**config.mk**
```make
export PLATFORM = sky130hd
export DESIGN_NAME = e1_ts0_spare
export DESIGN_NICKNAME = d
export VERILOG_FILES = /design/src/rtl/e1sb_pkg.sv /design/src/rtl/e1sb_rx_latch.sv /design/src/rtl/e1sb_tx_hold.sv /design/src/rtl/e1sb_rai.sv /design/src/rtl/e1_ts0_spare.sv
export SDC_FILE = /design/constraint.sdc
export NUM_CORES = 1
export LEC_CHECK = 0
export ABC_CLOCK_PERIOD_IN_PS = 2200
export BUFFER_PORTS_ARGS = -buffer_cell sky130_fd_sc_hd__buf_4
export CAP_MARGIN = 5
export CORE_UTILIZATION = 31
export CTS_CLUSTER_SIZE = 24
export DETAILED_ROUTE_END_ITERATION = 7
export GPL_ROUTABILITY_DRIVEN = 0
export SKIP_CTS_REPAIR_TIMING = 1
export SLEW_MARGIN = 0
export SYNTH_ARGS = -nofsm -noshare
export SYNTH_HDL_FRONTEND = slang
export SYNTH_SLANG_ARGS = --single-unit
```
**constraint.sdc**
```tcl
create_clock -name clk -period 2.2 [get_ports clk]
set_input_delay 0 -clock clk [delete_from_list [all_inputs] [get_ports clk]]
set_output_delay 0 -clock clk [all_outputs]
set_load 0.005 [all_outputs]
```
**src/rtl/e1sb_pkg.sv**
```systemverilog
package e1sb_pkg;

    // Where the transmit E-bits come from at a multiframe boundary
    typedef enum logic [1:0] {
        EB_SRC_RX    = 2'd0,
        EB_SRC_ASYNC = 2'd1,
        EB_SRC_IDLE  = 2'd2
    } ebit_src_e;

    // Transmit-side spare-bit state for the current frame
    typedef struct packed {
        logic slot;
        logic ebit;
        logic rai;
    } spare_bits_t;

    // E-bit polarity: 0 reports a CRC error, 1 reports a clean submultiframe
    function automatic logic ebit_from_err(input logic crc_err);
        return ~crc_err;
    endfunction

    // Frame number that carries the E-bit for submultiframe n
    function automatic int ebit_frame(input int base, input int step, input int n);
        return base + step * n;
    endfunction

endpackage

```
**src/rtl/e1sb_rx_latch.sv**
```systemverilog
module e1sb_rx_latch #(
    parameter int NUM_SMF = 2,
    localparam int IW = (NUM_SMF > 1) ? $clog2(NUM_SMF) : 1
) (
    input  logic               clk,
    input  logic               rst,
    input  logic               done,
    input  logic [IW-1:0]      idx,
    input  logic               crc_err,
    output logic [NUM_SMF-1:0] rx_buf
);
    import e1sb_pkg::*;

    for (genvar g = 0; g < NUM_SMF; g++) begin : g_entry
        always_ff @(posedge clk) begin
            if (rst)
                rx_buf[g] <= 1'b1;
            else if (done && idx == IW'(g))
                rx_buf[g] <= ebit_from_err(crc_err);
        end
    end

endmodule

```
**src/rtl/e1sb_tx_hold.sv**
```systemverilog
module e1sb_tx_hold #(
    parameter int NUM_SMF = 2
) (
    input  logic               clk,
    input  logic               rst,
    input  logic               mf_start,
    input  logic [NUM_SMF-1:0] rx_buf,
    input  logic               mf_async,
    input  logic               async_val,
    input  logic               auto_en,
    output logic [NUM_SMF-1:0] ebuf
);
    import e1sb_pkg::*;

    ebit_src_e          src;
    logic [NUM_SMF-1:0] next_ebuf;

    always_comb begin
        if (mf_async)
            src = EB_SRC_ASYNC;
        else if (auto_en)
            src = EB_SRC_RX;
        else
            src = EB_SRC_IDLE;

        case (src)
            EB_SRC_RX:    next_ebuf = rx_buf;
            EB_SRC_ASYNC: next_ebuf = {NUM_SMF{async_val}};
            default:      next_ebuf = '1;
        endcase
    end

    always_ff @(posedge clk) begin
        if (rst)
            ebuf <= '1;
        else if (mf_start)
            ebuf <= next_ebuf;
    end

endmodule

```
**src/rtl/e1sb_rai.sv**
```systemverilog
module e1sb_rai (
    input  logic clk,
    input  logic rst,
    input  logic frame_start,
    input  logic lfa,
    input  logic auto_en,
    input  logic force_on,
    output logic rai
);

    always_ff @(posedge clk) begin
        if (rst)
            rai <= 1'b0;
        else if (frame_start)
            rai <= (auto_en & lfa) | force_on;
    end

endmodule

```
**src/rtl/e1_ts0_spare.sv**
```systemverilog
module e1_ts0_spare #(
    parameter int MF_LEN    = 16,
    parameter int NUM_SMF   = 2,
    parameter int EBIT_BASE = 13,
    parameter int EBIT_STEP = 2,
    localparam int FW = $clog2(MF_LEN),
    localparam int IW = (NUM_SMF > 1) ? $clog2(NUM_SMF) : 1
) (
    input  logic          clk,
    input  logic          rst,
    input  logic          tx_frame_start,
    input  logic [FW-1:0] tx_frame_idx,
    input  logic          rx_smf_done,
    input  logic [IW-1:0] rx_smf_idx,
    input  logic          rx_smf_crc_err,
    input  logic          rx_lfa,
    input  logic          rx_mf_async,
    input  logic          cfg_auto_ebit,
    input  logic          cfg_async_ebit,
    input  logic          cfg_auto_rai,
    input  logic          cfg_rai_force,
    output logic          tx_ebit_slot,
    output logic          tx_ebit,
    output logic          tx_rai
);
    import e1sb_pkg::*;

    logic [FW-1:0]      frame_q;
    logic [NUM_SMF-1:0] rx_buf;
    logic [NUM_SMF-1:0] ebuf_q;
    logic [NUM_SMF-1:0] hit;
    logic               mf_start;
    logic               rai_q;
    spare_bits_t        bits;

    assign mf_start = tx_frame_start && (tx_frame_idx == '0);

    always_ff @(posedge clk) begin
        if (rst)
            frame_q <= '0;
        else if (tx_frame_start)
            frame_q <= tx_frame_idx;
    end

    e1sb_rx_latch #(.NUM_SMF(NUM_SMF)) u_rx (
        .clk     (clk),
        .rst     (rst),
        .done    (rx_smf_done),
        .idx     (rx_smf_idx),
        .crc_err (rx_smf_crc_err),
        .rx_buf  (rx_buf)
    );

    e1sb_tx_hold #(.NUM_SMF(NUM_SMF)) u_tx (
        .clk       (clk),
        .rst       (rst),
        .mf_start  (mf_start),
        .rx_buf    (rx_buf),
        .mf_async  (rx_mf_async),
        .async_val (cfg_async_ebit),
        .auto_en   (cfg_auto_ebit),
        .ebuf      (ebuf_q)
    );

    e1sb_rai u_rai (
        .clk         (clk),
        .rst         (rst),
        .frame_start (tx_frame_start),
        .lfa         (rx_lfa),
        .auto_en     (cfg_auto_rai),
        .force_on    (cfg_rai_force),
        .rai         (rai_q)
    );

    for (genvar g = 0; g < NUM_SMF; g++) begin : g_pos
        assign hit[g] = (frame_q == FW'(ebit_frame(EBIT_BASE, EBIT_STEP, g)));
    end

    always_comb begin
        bits.slot = |hit;
        bits.ebit = &(~hit | ebuf_q);
        bits.rai  = rai_q;
    end

    assign tx_ebit_slot = bits.slot;
    assign tx_ebit      = bits.ebit;
    assign tx_rai       = bits.rai;

endmodule

```
-- Word-level counts from Yosys, hierarchy flattened
Index checks and enable logic that the tools add are counted.
W data, S select, Z words.
- equality and inequality tests: 3
- mux-type cells: 3
- shift-type cells: 0
- bitwise operators: 6
- add/subtract/negate cells: 0
- divide/modulo/power cells: 0
- reduce and logical (&&, ||, !) cells: 7
- $lt $le $gt $ge: 0
- $mul: 0
- operators by type and width (cell ; number):
    $eq A4 B4 Y1 const B ; 2
    $logic_not A4 Y1 ; 1
    $mux W2 ; 2
    $pmux W2 S2 ; 1
    $logic_and A1 B1 Y1 ; 3
    $eq A2 B1 Y1 const B ; 1
    $logic_not A2 Y1 ; 1
    $not A1 Y1 ; 2
    $not A2 Y2 ; 1
    $or A2 B2 Y2 ; 1
    $reduce_and A2 Y1 ; 1
    $reduce_or A2 Y1 ; 1
    $and A1 B1 Y1 ; 1
    $or A1 B1 Y1 ; 1
- memories: 0
- input port bits: 16
- register bits after elaboration: 9
- word-level logic and storage cells: 24
- bits in read-only memories: 0
- output and inout port bits: 3
- bits in writable memories: 0
- latch bits: 0

-- Depth between registers and ports, before layout
Gate-level depths: netlist of the first run.
- depth after elaboration: 4
- mapped depth: 4
- mapped depth without buffers: 3

-- Hierarchy
Synthesis of the first run repeated with hierarchy kept, for this count alone.
- cells, all modules: 39
- area, all modules: 411.6 sq um
- by module, submodules not included (module ; instances ; cells an instance ; sequential area each (sq um) ; area an instance (sq um)):
    e1_ts0_spare ; 1 ; 18 ; 80.1 ; 185.2
    e1sb_tx_hold ; 1 ; 9 ; 40.0 ; 97.6
    e1sb_rx_latch ; 1 ; 8 ; 40.0 ; 87.6
    e1sb_rai ; 1 ; 4 ; 20.0 ; 41.3

-- Worst setup path before layout of the first run
No wires, ideal clock.
- kind: flip-flop to flip-flop
- start: register u_rx.rx_buf[1]
- end: register u_tx.ebuf[1]
- arrival: 0.991 ns
- clock period less this slack: 1.114 ns
- required time: 2.078 ns
- stages on the path, launching flop included: 4
- library setup time: 0.122 ns
- path slack: 1.086 ns
- path buffers: 0
- cell sequence: dfxtp_1 > or3b_2 > a41oi_1 > nand2_1
- word-level cells in the longest chain between the ends: 1
- ends and longest elaborated chain (what ; line ; text):
    start: declaration ; e1sb_rx_latch.sv:10 ; output logic [NUM_SMF-1:0] rx_buf
    start signal: indexed assignment ; e1sb_rx_latch.sv:19 ; rx_buf[g] <= ebit_from_err(crc_err);
    $pmux W2 S2 ; e1sb_tx_hold.sv:26 ; case (src)
    end signal: assignment ; e1sb_tx_hold.sv:37 ; ebuf <= next_ebuf;
    end: declaration ; e1sb_tx_hold.sv:11 ; output logic [NUM_SMF-1:0] ebuf
Every way passes these cells.
A chain may end at the register's enable or synchronous reset.

-- Final worst setup path of the first run
Ends and elaborated chain as after synthesis.

==> metrics.txt, run 1 <==
Post-Route WL=roughly 860 um; Power Dens Cells=598.2 nW/um2; Setup-failing EPs final=0; setup TNS=0 ns; row count=12; clk slew on worst S/H paths=approximately 0.06 ns; Filler cells=roughly 120; fraction of final layout cells with drive strength greater than 1=between 30% and 40%; number of enable flip-flop cells after synthesis=0; slowest cell delay on critical path=roughly 0.46 ns; post-DR vias/cell=about 5.0; CP Buf/Inv Count=0; share of the clock period used by the worst path=53.11%; cell-by-cell trace of the critical path=or3b_2 -> a41oi_1 -> nand2_1; Multi-input gate area=approximately 220 um2; number of port buffers=18; launching element type of the critical path=flop; height of the chip=approximately 38 um; largest net degree at the start of global routing=10; total overflow reported by the global router=0; CP Data Required Time=between 2 and 2.5 ns; sort of element at the end of the critical path=flop; antenna-violating nets left=0; max-slew violation count=0; final hold slack=-0.002988 ns; non-filler instance count after layout=80; headroom to the max-slew limit=around 85%; reported leakage power=approximately 0.27 nW; flops & latches, synth=9; Clk Tree Root Cell=sky130_fd_sc_hd__clkbuf_4; clock tree from TritonCTS=done; number of antenna violations at the first check in global routing=0; delay-heaviest family, CP=simple AND/OR/NAND/NOR gates; mean area per synthesized cell=9.544 um2; average wire length per cell after detail routing=10.74 um; Synth top cells by count=sky130_fd_sc_hd__dfxtp_1, sky130_fd_sc_hd__nor2_1, sky130_fd_sc_hd__mux2i_1; starting DRC count in detailed routing=7; diode count=0; status=complete, but fails checks; deepest clock path buffer count=2; number of nets produced by synthesis=59; all-layer global routing usage=between 15 and 20%; number of top-level pins=19; fraction of the yosys area taken by sequential cells=a little over two fifths; count of warnings emitted by yosys=0; maximum VDD drop=about 0.43 mV; via count of the first global-routing pass=359; number of clock buffers inserted by TritonCTS=3; number of maximum-capacitance constraint violations=0; initial core utilization=a little over a third; final-report hold violation count=1; commonest register cell after synthesis=sky130_fd_sc_hd__dfxtp_1; Worst Tran Pin Value=around 0.22 ns; crit path DAT=1.31 ns; achievable clock frequency=roughly 0.86 GHz; die extent in x=~38 um; RSZ-0062 raised after global routing=no; largest clock skew in the final design=0.001631 ns; number of H-tree branching levels=1; critical path start-end classification=flop to flop; Die ar.=about 1500 um2; Pre-antenna DRT Iters=4; total placed cells including tap cells=73; failing checks=negative hold slack; count of vias placed by the detailed router=roughly 400; number of clock sinks seen by CTS=9; post-synth cell types=16; Sequential cell area=roughly 180 um2; area fraction of the dominant cell type after synthesis=a little over two fifths; ys async rst share=0%; most used standard cell by instance count after synthesis=sky130_fd_sc_hd__dfxtp_1; Post-Synthesis Cells=43; fin nets=83; Max stage delay cell, worst path=sky130_fd_sc_hd__or3b_2; latest clock arrival within the worst-skew pair=~0.26 ns; min Tclk post-route=between 1 and 1.5 ns; Worst Hold Class=input port to flop; biggest area consumer among synthesized cells=sky130_fd_sc_hd__dfxtp_1; first-pass GRT wire length=between 1000 and 1500 um; Floorplan Core Area=between 1000 and 1500 um2; biggest area contributors in the synthesized netlist=sky130_fd_sc_hd__dfxtp_1, sky130_fd_sc_hd__mux2i_1, sky130_fd_sc_hd__nor2_1; Area Overhead vs Synth=47.26%; CP Max Fanout=2; number of DRC violations after detailed routing=0; post-synthesis instance area=approximately 410 um2
==> state kept, by name (all words and copies together), names as in the netlist <==
name	flops
frame_q	4
u_rx.rx_buf	2
u_tx.ebuf	2
u_rai.rai	1
==> final cells by class <==
| class | count | area share [%] |
|---|---|---|
| flip-flops and latches | 9 | 29.81 |
| multi-input cells | 32 | 35.61 |
| well taps | 14 | 2.899 |
| repair buffers | 21 | 27.33 |
| clock buffers | 4 | 4.348 |
==> per-stage QoR <==
step	setup WS, ns	util [%]	total power, mW	cell area [um2]
2_1_floorplan	1.086	-	0.2041	410.4
3_3_place_gp	1.061	46.79	0.2318	548.0
3_5_place_dp	1.032	46.79	0.2323	548.0
4_1_cts	1.023	49.04	0.3651	574.3
5_1_grt	0.9805	51.60	0.3842	604.3
6_report	1.031	51.60	0.3615	604.3
==> placed cells by master (no fill, tap or decap), drive strengths merged <==
| master | synthesis | final |
|---|---|---|
| buf | 1 | 18 |
| dfxtp | 9 | 9 |
| nor2 | 8 | 8 |
| mux2i | 5 | 5 |
| nand2 | 4 | 4 |
| clkbuf | 1 | 4 |
| dlygate4sd3 | 0 | 3 |
| or3b | 3 | 3 |
| o31ai | 2 | 2 |
| nand2b | 2 | 2 |
| a41oi | 2 | 2 |
| a211o | 2 | 2 |
| and3 | 1 | 1 |
| nor3b | 1 | 1 |
| a21oi | 1 | 1 |
| a211oi | 1 | 1 |
==> report_power, final <==
group	leakage, nW	switching (mW)	internal (mW)
registers	0.0742	0.00426	0.172
clock network	0.0150	0.0591	0.0700
logic	0.181	0.0210	0.0352
total	0.270	0.0843	0.277
==> metal layers <==
metal / up-vias / GRT usage [%] / wire length (um)
met3: 2 / 10.47 / 92
met5: - / 0 / 0
met4: 0 / 7.759 / 11
li1: 200 / - / -
met2: 19 / 23.31 / 383
met1: 176 / 15.85 / 373
==> path summary, 6_finish.rpt <==
kind / start / to / slack, ns / cells after the start
setup / recovery: u_rx.rx_buf[1] / u_tx.ebuf[1] / 1.03 / 3
hold / removal: tx_frame_start / u_rai.rai / -0.003 / 2
setup reg to reg: u_rx.rx_buf[1] / u_tx.ebuf[1] / 1.03 / 3
hold reg to reg: u_tx.ebuf[0] / u_tx.ebuf[0] / 0.45 / 2
==> cells by family after synthesis <==
group,synth area share (%)
AO/OA/AOI/OAI,15.24
multiplexers,12.20
AND/OR/NAND/NOR,25.00
flip-flops,43.90
buffers and inverters,3.657
==> worst register-to-register path, cell delays in order, from the launching register on <==
cell	delay (ns)
sky130_fd_sc_hd__dfxtp_1	0.31
sky130_fd_sc_hd__or3b_2	0.46
sky130_fd_sc_hd__a41oi_1	0.21
sky130_fd_sc_hd__nand2_1	0.08
No activity file was read; power rests on OpenSTA's default activity.
==> run 2, diff against run 1 <==
ABC_CLOCK_PERIOD_IN_PS = 1200   (was 2200)
clock period = 1.2 ns   (was 2.2 ns; I/O delays follow)
==> run 2 against run 1 <==
Flip-flop and latch count unchanged. Final area increased by 2.9%. Hold slack improved by 0.0039 ns. Largest power group unchanged. Critical path type unchanged. The run now ends clean.
==> metrics.txt, run 2 (synthesized netlist as in run 1, its figures left out) <==
combinational cell fraction of total power=16.0% (was 15.5%); height of the chip=38.39 um (unchanged); first-pass GRT wire length=1511 um (was 1428 um); delay-heaviest family, CP=simple AND/OR/NAND/NOR gates (unchanged); number of DRC violations after detailed routing=0 (unchanged); number of clock buffers inserted by TritonCTS=3 (unchanged); fin nets=84 (was 83); Clk pwr share=36.4% (was 35.7%); total overflow reported by the global router=0 (unchanged); Pre-antenna DRT Iters=1 (was 4); Clk Tree Root Cell=sky130_fd_sc_hd__clkbuf_4 (unchanged); Filler cells=118 (was 117); min Tclk post-route=1.176 ns (was 1.169 ns); all-layer global routing usage=16.06% (was 15.34%); Area Overhead vs Synth=51.52% (was 47.26%); diode count=0 (unchanged); launching element type of the critical path=flop (unchanged); number of H-tree branching levels=1 (unchanged); crit path DAT=1.32 ns (was 1.31 ns); Post-Route WL=973 um (was 859 um); clock tree from TritonCTS=done (unchanged); maximum VDD drop=0.4678 mV (was 0.4330 mV); Power Dens Cells=1091 nW/um2 (was 598.2 nW/um2); fraction of final layout cells with drive strength greater than 1=37.31% (was 36.36%); leading cell types in the layout, fill and taps excluded=sky130_fd_sc_hd__buf_4, sky130_fd_sc_hd__dfxtp_1, sky130_fd_sc_hd__nor2_1 (unchanged); number of flip-flops in the largest register=4 (unchanged); end-of-flow core utilization=53.10% (was 51.60%); deepest clock path buffer count=2 (unchanged); largest register by flop count=frame_q (unchanged); Internal Power=0.5113 mW (was 0.2772 mW); number of top-level pins=19 (unchanged); max-slew violation count=0 (unchanged); Worst Hold Class=input port to flop (unchanged); endpoint of the worst register-to-register path=u_tx.ebuf[1] (unchanged); largest net degree at the start of global routing=10 (unchanged); status=completed (was complete, but fails checks); Floorplan Core Area=1171 um2 (unchanged); CP Buf/Inv Count=0 (unchanged); biggest regs=frame_q x4, u_rx.rx_buf x2, u_tx.ebuf x2 (unchanged); cell-by-cell trace of the critical path=or3b_2 -> a41oi_2 -> nand2_1 (was or3b_2 -> a41oi_1 -> nand2_1); Setup-failing EPs final=0 (unchanged); clk slew on worst S/H paths=0.07 ns (was 0.06 ns); power share of the sequential group=47.6% (was 48.8%); Die ar.=1473 um2 (unchanged); slowest cell delay on critical path=0.48 ns (was 0.46 ns); average wire length per cell after detail routing=12.01 um (was 10.74 um); number of clock sinks seen by CTS=9 (unchanged); achievable clock frequency=0.8507 GHz (was 0.8558 GHz); count of vias placed by the detailed router=395 (was 397); final hold slack=0.0009046 ns (was -0.002988 ns); via count of the first global-routing pass=360 (was 359); sort of element at the end of the critical path=flop (unchanged); post-DR vias/cell=4.877 (was 4.963); path depth of the worst reg2reg path=3 (unchanged); final total power=0.6786 mW (was 0.3615 mW); antenna-violating nets left=0 (unchanged); final-report hold violation count=0 (was 1); Net Sw Power=0.1673 mW (was 0.08435 mW); reported leakage power=0.2746 nW (was 0.2700 nW); Worst Tran Pin Value=0.2294 ns (was 0.2246 ns); minimum setup slack among reg-to-reg paths=0.02 ns (was 1.03 ns); worst reg2reg path startpoint=u_rx.rx_buf[1] (unchanged); row count=12 (unchanged); largest clock skew in the final design=0.002549 ns (was 0.001631 ns); CP Data Required Time=1.35 ns (was 2.34 ns); CP Max Fanout=2 (unchanged); hold-critical path depth=2 (unchanged); starting DRC count in detailed routing=0 (was 7); launch point of the worst hold path=tx_frame_start (unchanged); headroom to the max-slew limit=84.64% (was 84.90%); switching power as a share of total power=24.65% (was 23.33%); wire length the detailed router placed on met1=410 um (was 373 um); number of maximum-capacitance constraint violations=0 (unchanged); die extent in x=38.39 um (unchanged); critical path start-end classification=flop to flop (unchanged); Max stage delay cell, worst path=sky130_fd_sc_hd__or3b_2 (unchanged); share of the clock period used by the worst path=97.96% (was 53.11%); met2 wire length=489 um (was 383 um); most frequent standard cell in the layout excluding fill and tap cells=sky130_fd_sc_hd__buf_4 (unchanged); initial core utilization=35.04% (unchanged); number of antenna violations at the first check in global routing=0 (unchanged); highest metal layer used by the detailed router=met4 (unchanged); number of port buffers=18 (unchanged); latest clock arrival within the worst-skew pair=0.27 ns (was 0.26 ns); Worst Hold Endpoint=u_rai.rai (unchanged); total length of routed met3 wires=61 um (was 92 um)
## run 2: through the flow
step | setup slack [ns] | area (um2) | setup TNS (ns) | instances
finish | 0.02448 | 621.8 | 0 | 81
global route | -0.002242 | 621.8 | -0.002242 | 81
CTS | 0.02291 | 574.3 | 0 | 77
detailed placement | 0.03197 | 548.0 | 0 | 73
global placement | 0.06064 | 548.0 | 0 | 73
floorplan | 0.08639 | 410.4 | 0 | 43
## run 2: worst max-delay path by stage
stage | startpoint | endpoint | slack, ns | depth (start not counted)
detailed placement | u_rx.rx_buf[1] | u_tx.ebuf[1] | 0.03 | 3
global route | u_rx.rx_buf[1] | u_tx.ebuf[1] | -0.002 | 3
CTS | u_rx.rx_buf[1] | u_tx.ebuf[1] | 0.02 | 3
global placement | u_rx.rx_buf[0] | u_tx.ebuf[0] | 0.06 | 3
finish | u_rx.rx_buf[1] | u_tx.ebuf[1] | 0.02 | 3
floorplan | u_rx.rx_buf[1] | u_tx.ebuf[1] | 0.09 | 3
## run 2: area by class of cell
class / count / area (um2) / share of cell area [%]
clock buffer: 4 / 26.28 / 4.225
multi-input combinational: 32 / 222.7 / 35.81
sequential: 9 / 180.2 / 28.97
tap: 14 / 17.52 / 2.817
timing repair buffer: 22 / 175.2 / 28.17
## run 2: routing by layer
metal	global-route usage, %	vias to the layer above
met1	16.55	175
li1	-	203
met2	25.00	15
met4	12.93	0
met3	6.977	2
met5	0	-
## run 2: power groups by stage
stage / Clock, mW / Sequential [mW] / Combinational, mW
floorplan: 0 / 0.328 / 0.0460
global placement: 0 / 0.329 / 0.0955
detailed placement: 0 / 0.330 / 0.0967
CTS: 0.260 / 0.323 / 0.0970
global route: 0.277 / 0.326 / 0.120
finish: 0.247 / 0.323 / 0.109
